`src/rtl/lccd_pkg.sv`:
```
// Shared types for the linear CCD clock sequencer.
// Assumes: nothing beyond IEEE 1800-2017.
package lccd_pkg;

    // Line sequencer phases, in the order a line walks through them.
    typedef enum logic [2:0] {
        ST_IDLE  = 3'd0,
        ST_SETUP = 3'd1,
        ST_GATE  = 3'd2,
        ST_HOLD  = 3'd3,
        ST_BURST = 3'd4,
        ST_WAIT  = 3'd5
    } seq_st_t;

    // Pixel class tag delivered with each pixel strobe.
    typedef enum logic [1:0] {
        CLS_DUMMY = 2'd0,
        CLS_BLACK = 2'd1,
        CLS_EFF   = 2'd2
    } pix_cls_t;

endpackage

```
`src/rtl/lccd_seq.sv`:
```
// Line sequencer: setup, transfer-gate, hold, pixel burst, then a wait
// until the latched line period has elapsed. Lines then repeat on their own.
// Assumes: SETUP_CYC, GATE_CYC, HOLD_CYC >= 1, and the shortest line fits in INT_W bits.
module lccd_seq #(
    parameter int SETUP_CYC = 3,
    parameter int GATE_CYC  = 2,
    parameter int HOLD_CYC  = 3,
    parameter int BURST_CYC = 28612,
    parameter int INT_W     = 20
) (
    input  logic             clk,
    input  logic             rst_n,
    input  logic             line_req,
    input  logic [INT_W-1:0] line_period,
    input  logic             burst_last,
    output logic             gate,
    output logic             burst
);
    import lccd_pkg::*;

    localparam int MAXP  = (SETUP_CYC > GATE_CYC)
                         ? ((SETUP_CYC > HOLD_CYC) ? SETUP_CYC : HOLD_CYC)
                         : ((GATE_CYC > HOLD_CYC) ? GATE_CYC : HOLD_CYC);
    localparam int CNT_W = $clog2(MAXP + 1);
    localparam int MINL  = SETUP_CYC + GATE_CYC + HOLD_CYC + BURST_CYC;
    localparam logic [INT_W-1:0] MINL_V  = INT_W'(MINL);
    localparam logic [CNT_W-1:0] SU_LAST = CNT_W'(SETUP_CYC - 1);
    localparam logic [CNT_W-1:0] GW_LAST = CNT_W'(GATE_CYC - 1);
    localparam logic [CNT_W-1:0] HD_LAST = CNT_W'(HOLD_CYC - 1);

    seq_st_t          st;
    logic [CNT_W-1:0] cnt;
    logic [INT_W-1:0] line_cnt;
    logic [INT_W-1:0] per_lat;
    logic [INT_W-1:0] per_in;
    logic             line_end;

    // Raise the requested period to the shortest line that fits.
    assign per_in   = (line_period < MINL_V) ? MINL_V : line_period;
    // Last cycle of the current line.
    assign line_end = (line_cnt == per_lat - 1'b1);

    // Phase state, phase counter, line-position counter and period latch.
    always_ff @(posedge clk) begin
        if (!rst_n) begin
            st       <= ST_IDLE;
            cnt      <= '0;
            line_cnt <= '0;
            per_lat  <= MINL_V;
        end else begin
            case (st)
                ST_IDLE: begin
                    if (line_req) begin
                        st       <= ST_SETUP;
                        cnt      <= '0;
                        line_cnt <= '0;
                        per_lat  <= per_in;
                    end
                end
                ST_SETUP: begin
                    line_cnt <= line_cnt + 1'b1;
                    if (cnt == SU_LAST) begin
                        st  <= ST_GATE;
                        cnt <= '0;
                    end else begin
                        cnt <= cnt + 1'b1;
                    end
                end
                ST_GATE: begin
                    line_cnt <= line_cnt + 1'b1;
                    if (cnt == GW_LAST) begin
                        st  <= ST_HOLD;
                        cnt <= '0;
                    end else begin
                        cnt <= cnt + 1'b1;
                    end
                end
                ST_HOLD: begin
                    line_cnt <= line_cnt + 1'b1;
                    if (cnt == HD_LAST) begin
                        st  <= ST_BURST;
                        cnt <= '0;
                    end else begin
                        cnt <= cnt + 1'b1;
                    end
                end
                ST_BURST, ST_WAIT: begin
                    if ((st == ST_WAIT || burst_last) && line_end) begin
                        st       <= ST_SETUP;
                        cnt      <= '0;
                        line_cnt <= '0;
                        per_lat  <= per_in;
                    end else begin
                        if (burst_last) st <= ST_WAIT;
                        line_cnt <= line_cnt + 1'b1;
                    end
                end
                default: st <= ST_IDLE;
            endcase
        end
    end

    assign gate  = (st == ST_GATE);
    assign burst = (st == ST_BURST);

    // The burst is entered only from the hold phase.
    AST_BURST_AFTER_HOLD: assert property (@(posedge clk) disable iff (!rst_n)
        $rose(burst) |-> $past(st) == ST_HOLD);
    // A line never outlasts its latched period.
    AST_LINE_BOUND: assert property (@(posedge clk) disable iff (!rst_n)
        (st != ST_IDLE) |-> line_cnt < per_lat);

endmodule

```
`src/rtl/lccd_pixtim.sv`:
```
// Pixel timing: pixel-phase and index counters that run during the burst.
// They drive the transfer clock, the node reset and the per-pixel strobe.
// Assumes: PIX_CYC >= 2, 1 <= RST_CYC < PIX_CYC, and burst held for NPIX*PIX_CYC cycles.
module lccd_pixtim #(
    parameter int PIX_CYC = 4,
    parameter int RST_CYC = 1,
    parameter int NPIX    = 7153,
    parameter int IDX_W   = 13
) (
    input  logic             clk,
    input  logic             rst_n,
    input  logic             burst,
    output logic             p1,
    output logic             rs,
    output logic             vld,
    output logic [IDX_W-1:0] idx,
    output logic             burst_last
);
    localparam int PH_W = $clog2(PIX_CYC);
    localparam logic [PH_W-1:0]  PH_LAST  = PH_W'(PIX_CYC - 1);
    localparam logic [PH_W-1:0]  PH_HALF  = PH_W'(PIX_CYC / 2);
    localparam logic [PH_W-1:0]  PH_RST   = PH_W'(RST_CYC);
    localparam logic [IDX_W-1:0] IDX_LAST = IDX_W'(NPIX - 1);

    logic [PH_W-1:0]  ph;
    logic [IDX_W-1:0] cnt_idx;

    // Phase within the pixel and pixel index; cleared outside the burst.
    always_ff @(posedge clk) begin
        if (!rst_n || !burst) begin
            ph      <= '0;
            cnt_idx <= '0;
        end else if (ph == PH_LAST) begin
            ph      <= '0;
            cnt_idx <= cnt_idx + 1'b1;
        end else begin
            ph <= ph + 1'b1;
        end
    end

    assign burst_last = burst && (ph == PH_LAST) && (cnt_idx == IDX_LAST);
    assign p1         = !burst || (ph >= PH_HALF);
    assign rs         = burst && (ph < PH_RST);
    assign vld        = burst && (ph == '0);
    assign idx        = burst ? cnt_idx : '0;

    // Each new pixel index is one above the index in the cycle before.
    AST_IDX_STEP: assert property (@(posedge clk) disable iff (!rst_n)
        (vld && idx != '0) |-> $past(idx) == idx - 1'b1);
    // The reset pulse always starts together with the pixel strobe.
    AST_RST_WITH_STROBE: assert property (@(posedge clk) disable iff (!rst_n)
        $rose(rs) |-> vld);

endmodule

```
`src/rtl/lccd_pixmap.sv`:
```
// Pixel map: classifies a pixel index as dummy, optical black or effective.
// Assumes: BLACK_FIRST + BLACK_N <= LEAD_N.
module lccd_pixmap #(
    parameter int LEAD_N      = 63,
    parameter int BLACK_FIRST = 13,
    parameter int BLACK_N     = 49,
    parameter int EFF_N       = 7078,
    parameter int IDX_W       = 13
) (
    input  logic [IDX_W-1:0]     idx,
    output lccd_pkg::pix_cls_t   cls
);
    import lccd_pkg::*;

    localparam logic [IDX_W-1:0] B_LO = IDX_W'(BLACK_FIRST);
    localparam logic [IDX_W-1:0] B_HI = IDX_W'(BLACK_FIRST + BLACK_N);
    localparam logic [IDX_W-1:0] E_LO = IDX_W'(LEAD_N);
    localparam logic [IDX_W-1:0] E_HI = IDX_W'(LEAD_N + EFF_N);

    // Range decode of the index into a class.
    always_comb begin
        if (idx >= B_LO && idx < B_HI)      cls = CLS_BLACK;
        else if (idx >= E_LO && idx < E_HI) cls = CLS_EFF;
        else                                cls = CLS_DUMMY;
    end

endmodule

```
`src/rtl/lccd_clkgen.sv`:
```
// Top: linear CCD drive clock sequencer. Joins the line sequencer,
// the pixel timing and the pixel map, and fans the gate out to three colours.
// Assumes: parameter constraints of the submodules; one system clock domain.
module lccd_clkgen #(
    parameter int SETUP_CYC   = 3,
    parameter int GATE_CYC    = 2,
    parameter int HOLD_CYC    = 3,
    parameter int PIX_CYC     = 4,
    parameter int RST_CYC     = 1,
    parameter int LEAD_N      = 63,
    parameter int BLACK_FIRST = 13,
    parameter int BLACK_N     = 49,
    parameter int EFF_N       = 7078,
    parameter int TAIL_N      = 12,
    parameter int INT_W       = 20
) (
    input  logic             clk,
    input  logic             rst_n,
    input  logic             line_req,
    input  logic [INT_W-1:0] line_period,
    output logic             gate_r,
    output logic             gate_g,
    output logic             gate_b,
    output logic             xfer_p1,
    output logic             xfer_p2,
    output logic             last_hold,
    output logic             node_rst,
    output logic             pix_vld,
    output logic [12:0]      pix_idx,
    output logic [1:0]       pix_cls
);
    localparam int NPIX  = LEAD_N + EFF_N + TAIL_N;
    localparam int IDX_W = 13;

    logic             gate;
    logic             burst;
    logic             burst_last;
    logic             p1;
    logic [IDX_W-1:0] idx;
    lccd_pkg::pix_cls_t cls;

    lccd_seq #(
        .SETUP_CYC (SETUP_CYC),
        .GATE_CYC  (GATE_CYC),
        .HOLD_CYC  (HOLD_CYC),
        .BURST_CYC (NPIX * PIX_CYC),
        .INT_W     (INT_W)
    ) u_seq (
        .clk         (clk),
        .rst_n       (rst_n),
        .line_req    (line_req),
        .line_period (line_period),
        .burst_last  (burst_last),
        .gate        (gate),
        .burst       (burst)
    );

    lccd_pixtim #(
        .PIX_CYC (PIX_CYC),
        .RST_CYC (RST_CYC),
        .NPIX    (NPIX),
        .IDX_W   (IDX_W)
    ) u_pixtim (
        .clk        (clk),
        .rst_n      (rst_n),
        .burst      (burst),
        .p1         (p1),
        .rs         (node_rst),
        .vld        (pix_vld),
        .idx        (idx),
        .burst_last (burst_last)
    );

    lccd_pixmap #(
        .LEAD_N      (LEAD_N),
        .BLACK_FIRST (BLACK_FIRST),
        .BLACK_N     (BLACK_N),
        .EFF_N       (EFF_N),
        .IDX_W       (IDX_W)
    ) u_pixmap (
        .idx (idx),
        .cls (cls)
    );

    // All three colour gates carry the same pulse.
    assign gate_r    = gate;
    assign gate_g    = gate;
    assign gate_b    = gate;
    assign xfer_p1   = p1;
    assign xfer_p2   = !p1;
    assign last_hold = p1;
    assign pix_idx   = idx;
    assign pix_cls   = cls;

    // The transfer clock stays high and no pixel is strobed while the gate is open.
    AST_STATIC_UNDER_GATE: assert property (@(posedge clk) disable iff (!rst_n)
        gate |-> (xfer_p1 && !pix_vld));
    // A transfer-clock fall never directly follows an open gate.
    AST_HOLD_AFTER_GATE: assert property (@(posedge clk) disable iff (!rst_n)
        $fell(xfer_p1) |-> !$past(gate));
    // The reserved class code never accompanies a strobe.
    AST_CLASS_LEGAL: assert property (@(posedge clk) disable iff (!rst_n)
        pix_vld |-> (pix_cls != 2'd3));

endmodule

```
`config.mk`:
```
export PLATFORM = sky130hd
export DESIGN_NAME = lccd_clkgen
export DESIGN_NICKNAME = d
export VERILOG_FILES = /design/src/rtl/lccd_pkg.sv /design/src/rtl/lccd_seq.sv /design/src/rtl/lccd_pixtim.sv /design/src/rtl/lccd_pixmap.sv /design/src/rtl/lccd_clkgen.sv
export SDC_FILE = /design/constraint.sdc
export NUM_CORES = 1
export LEC_CHECK = 0
export ABC_AREA = 1
export CAP_MARGIN = 20
export CELL_PAD_IN_SITES_DETAIL_PLACEMENT = 0
export CELL_PAD_IN_SITES_GLOBAL_PLACEMENT = 1
export CORE_MARGIN = 2
export CORE_UTILIZATION = 41
export CTS_BUF_LIST = sky130_fd_sc_hd__clkbuf_2
export CTS_CLUSTER_DIAMETER = 60
export DETAILED_ROUTE_END_ITERATION = 8
export MAX_ROUTING_LAYER = met4
export PLACE_DENSITY_LB_ADDON = 0.25
export SLEW_MARGIN = 15
export SYNTH_ARGS = -nofsm -noshare
export SYNTH_HDL_FRONTEND = slang
export SYNTH_SLANG_ARGS = --single-unit
```
`constraint.sdc`:
```
create_clock -name clk -period 2.6 [get_ports clk]
set_clock_uncertainty 0.2 [all_clocks]
set_input_delay 0.52 -clock clk [delete_from_list [all_inputs] [get_ports clk]]
set_output_delay 0.52 -clock clk [all_outputs]
set_load 0.05 [all_outputs]
```
==> qor.yml <==
status:
  status: "finished, violations left"
  violations: "setup timing"
floorplan:
  start_util_pct: 42.53
  die_y_um: 102.1
  die_w_um: 102.1
  ios: 46
  rows: 35
  die-area_um2: 10430
  coreArea_um2: 9284
worst_hold_path:
  hold_start: "u_pixtim.ph[0]"
  hp-class: "reg2reg"
  min_path_cells: 1
  worstHoldEndpoint: "u_pixtim.ph[0]"
power:
  ir_worst_vdd_uv: 534.5
  total_power_mw: 3.594
  powerDensity_nw_per_um2: 714.4
  p_leak_nw: 2.123
critical_path:
  r2r-end: "u_seq.per_lat[18]"
  crit_slowest_cell: "dfxtp_2"
  rr_startpoint: "u_seq.per_lat[1]"
  crit_fanout: 7
  crit_type: "reg2out"
  max_stage_delay_ns: 0.37
  crit_buf_inv: 4
  r2r_setup_slack_ns: 0.21
  reg2reg_depth: 15
  cp.required_ns: 1.88
  crit_chain: "inv_2 > nand2_4 > nor2_4 > inv_6 > buf_4 > nor2_4 > nor3_2 > o211ai_1 > a21oi_4 > a31oi_1 > nand2_1 > nor2_4 > buf_12"
  cp-start-kind: "flip-flop"
  cp.arrival_ns: 2.27
  cp_common_cell: "nor2_4"
  critical_path.top_delay_family: "simple AND/OR/NAND/NOR gates"
  critPathCaptureType: "output port"
detailed_routing:
  drc: 0
  routedWlPerCell_um: 13.05
  drt_iter0_markers: 120
  ant_nets: 0
  firstDrtPassIters: 5
  routed_via_density: 4.904
  vias: 4056
  drt-total-wl_um: 10790
grt:
  track_usage_pct: 22.71
  grt_pass1_wl_um: 18030
  grt_pass1_vias: 3984
  antenna_found_initial: 0
  grt-ovfl-total: 0
  grt_max_degree: 27
yosys:
  synth_area_per_cell_um2: 6.410
  syn_area_um2: 3949
  synth_cells: 616
  yosys_warnings: 0
  synth_edf_count: 0
  yosysUniqueCellTypes: 39
  ys_ff_latch: 60
  synthArstFlopShare_pct: 0
  synth-main-ff-cell: "dfxtp_1"
  synth_seq_area_share_pct: 30.42
  syn_nets: 646
sta:
  slew_headroom_pct: 68.48
  setup_ws_ns: -0.3883
  period_share_pct: 114.9
  final_hold_viol_count: 0
  tightest_slew_ns: 0.4685
  finalMaxSlewViolations: 0
  fmax_mhz: 334.6
  rsz0062_at_grt: "true"
  min_period_ns: 2.988
  setup_viol: 2
  fin_tns_setup_ns: -0.6996
layout:
  num-nets-final: 723
  antenna_cells: 0
  drive_above_1_share_pct: 19.48
  fillCellCount: 959
  fin_util_pct: 54.19
  area_growth_pct: 27.41
  final_cell_area_um2: 5031
placed_design:
  gp_congestion: 0.8729
  dpl-instance-area_um2: 4702
  io_buffers: 45
  dpl.hpwl_um: 8280
  post-place-ws_ns: 0.03424
clock_tree:
  htreeDepth: 3
  clk_latency_ns: 0.51
  hold_buffers: 0
  tritoncts.num_buffers: 9
  clkSinkCount: 60
  path_clk_slew_ns: 0.20
  clk_path_buf_depth: 2
  root_buffer: "clkbuf_2"
  cts_tree: "built"
job:
  maxCapViolCount: 0
==> cells in the mapped netlist, types with 3 or more instances <==
master	instances	area share, %
inv_2	3	0.29
buf_4	5	0.95
a21oi_2	5	1.1
nand3_1	53	6.7
clkbuf_1	3	0.29
xnor2_1	11	2.4
o21ai_0	10	1.3
a31oi_1	5	0.79
nor3b_1	4	0.76
nand2_1	143	14
nand4_1	10	1.6
dfxtp_1	60	30
nand2_2	4	0.63
o211ai_1	5	0.95
nor2_2	8	1.3
a211oi_1	3	0.57
buf_2	3	0.38
a21oi_1	27	3.4
nand3b_1	5	0.95
nor2_1	92	8.7
inv_1	86	8.2
buf_6	4	1.1
nor3_1	22	2.8
xor2_1	19	4.2
ha_1	7	2.2
==> layout by cell type (no fill, tap or decap), types with 2 or more instances in the layout <==
master           count
dfxtp_1             57
buf_6                6
buf_4               49
nor2_2               9
buf_12               3
nand2_4              5
a21oi_2              6
nand3b_1             5
clkinv_1             4
inv_2                7
o211ai_1             5
nor3_1              19
nand2_8              2
nand4_1             10
nor2_4              16
nor4_1               2
xor2_1              19
a21oi_1             25
nand2_2              5
a211oi_1             3
o21ai_0             10
inv_1               81
clkdlybuf4s50_1     22
nand2_1            141
ha_1                 5
clkinv_2             2
clkbuf_2            10
o21a_1               2
nor3b_1              4
nand3_1             53
nor3_4               2
nor2_1              76
dfxtp_2              3
a31oi_1              5
nor3_2               2
xnor2_1             11
==> report_power, final <==
group	internal (mW)	switching (mW)	leakage, nW
Combinational	0.666	1.06	1.57
Clock	0.217	0.358	0.0668
Sequential	1.08	0.212	0.490
Total	1.96	1.63	2.12
==> worst max-delay path by stage <==
| stage | from | endpoint | slack (ns) | cells past startpoint |
|---|---|---|---|---|
| 5_1_grt | u_seq.st[1] | pix_cls[1] | -0.55 | 13 |
| 4_1_cts | u_seq.st[1] | pix_cls[1] | -0.42 | 12 |
| 3_3_place_gp | u_seq.st[1] | pix_cls[1] | 0.08 | 12 |
| 2_1_floorplan | u_seq.st[1] | pix_cls[1] | -0.22 | 11 |
| 3_5_place_dp | u_seq.st[1] | pix_cls[1] | 0.03 | 12 |
| 6_report | u_seq.st[1] | pix_cls[1] | -0.39 | 13 |
==> cell type report <==
type / instances / area, µm² / area share, %
Inverter: 91 / 346.6 / 6.889
Clock buffer: 10 / 50.05 / 0.9948
Sequential cell: 60 / 1205 / 23.95
Clock inverter: 6 / 55.05 / 1.094
Multi-Input combinational cell: 451 / 2497 / 49.64
Timing Repair Buffer: 80 / 715.7 / 14.23
Tap cell: 129 / 161.4 / 3.208
==> metal layers <==
metal  vias up  routed length, µm  part of all wire (%)  track usage [%]
met3         9                382                   3.5            4.036
li1       2112                  -                     -                -
met4         0                 97                  0.90            6.359
met5         -                  0                     0                -
met1      1863               4862                    45            26.58
met2        72               5447                    50            39.93
==> state kept, by name, summed over array words and instances (netlist names) <==
name and cells:
u_pixtim.cnt_idx 13, u_seq.st 3, u_seq.line_cnt 20, u_seq.cnt 2
u_pixtim.ph 2, u_seq.per_lat 20
==> worst reg2reg max path, stage by stage, from the launching register on <==
cell     delay [ns]
dfxtp_1        0.33
inv_1          0.13
ha_4           0.18
nand2_2        0.11
nor2_4         0.18
nand3_1        0.09
nand2_1        0.07
nand2_1        0.05
nor2_1         0.08
nand3_1        0.11
nor2_1         0.14
nand2_2        0.10
nand2_4        0.15
buf_6          0.18
nand3_1        0.09
a21oi_1        0.16
==> kinds of logic after synthesis <==
group                      count (synthesis)  synth area share (%)
adders and majority gates                  7                 2.218
and+or+nand+nor                          354                 40.53
xor gates and xnor gates                  30                 6.654
AOI/OAI and AO/OA                         58                 8.650
buffers and inverters                    107                 11.53
DFF                                       60                 30.42
==> what timing repair did <==
item                       4_1_cts  5_1_grt
buffers inserted                10        1
pin swaps                        6        4
cloned                           0        2
setup endpoints to repair        4       49
resized for setup                7       23
==> metrics by stage <==
step	std cells	hold WS (ns)
4_1_cts	824	0.2819
6_report	827	0.2816
3_3_place_gp	798	0.2470
2_1_floorplan	616	0.2270
5_1_grt	827	0.3120
3_5_place_dp	798	0.2634
No activity file was read; power rests on OpenSTA's default activity.
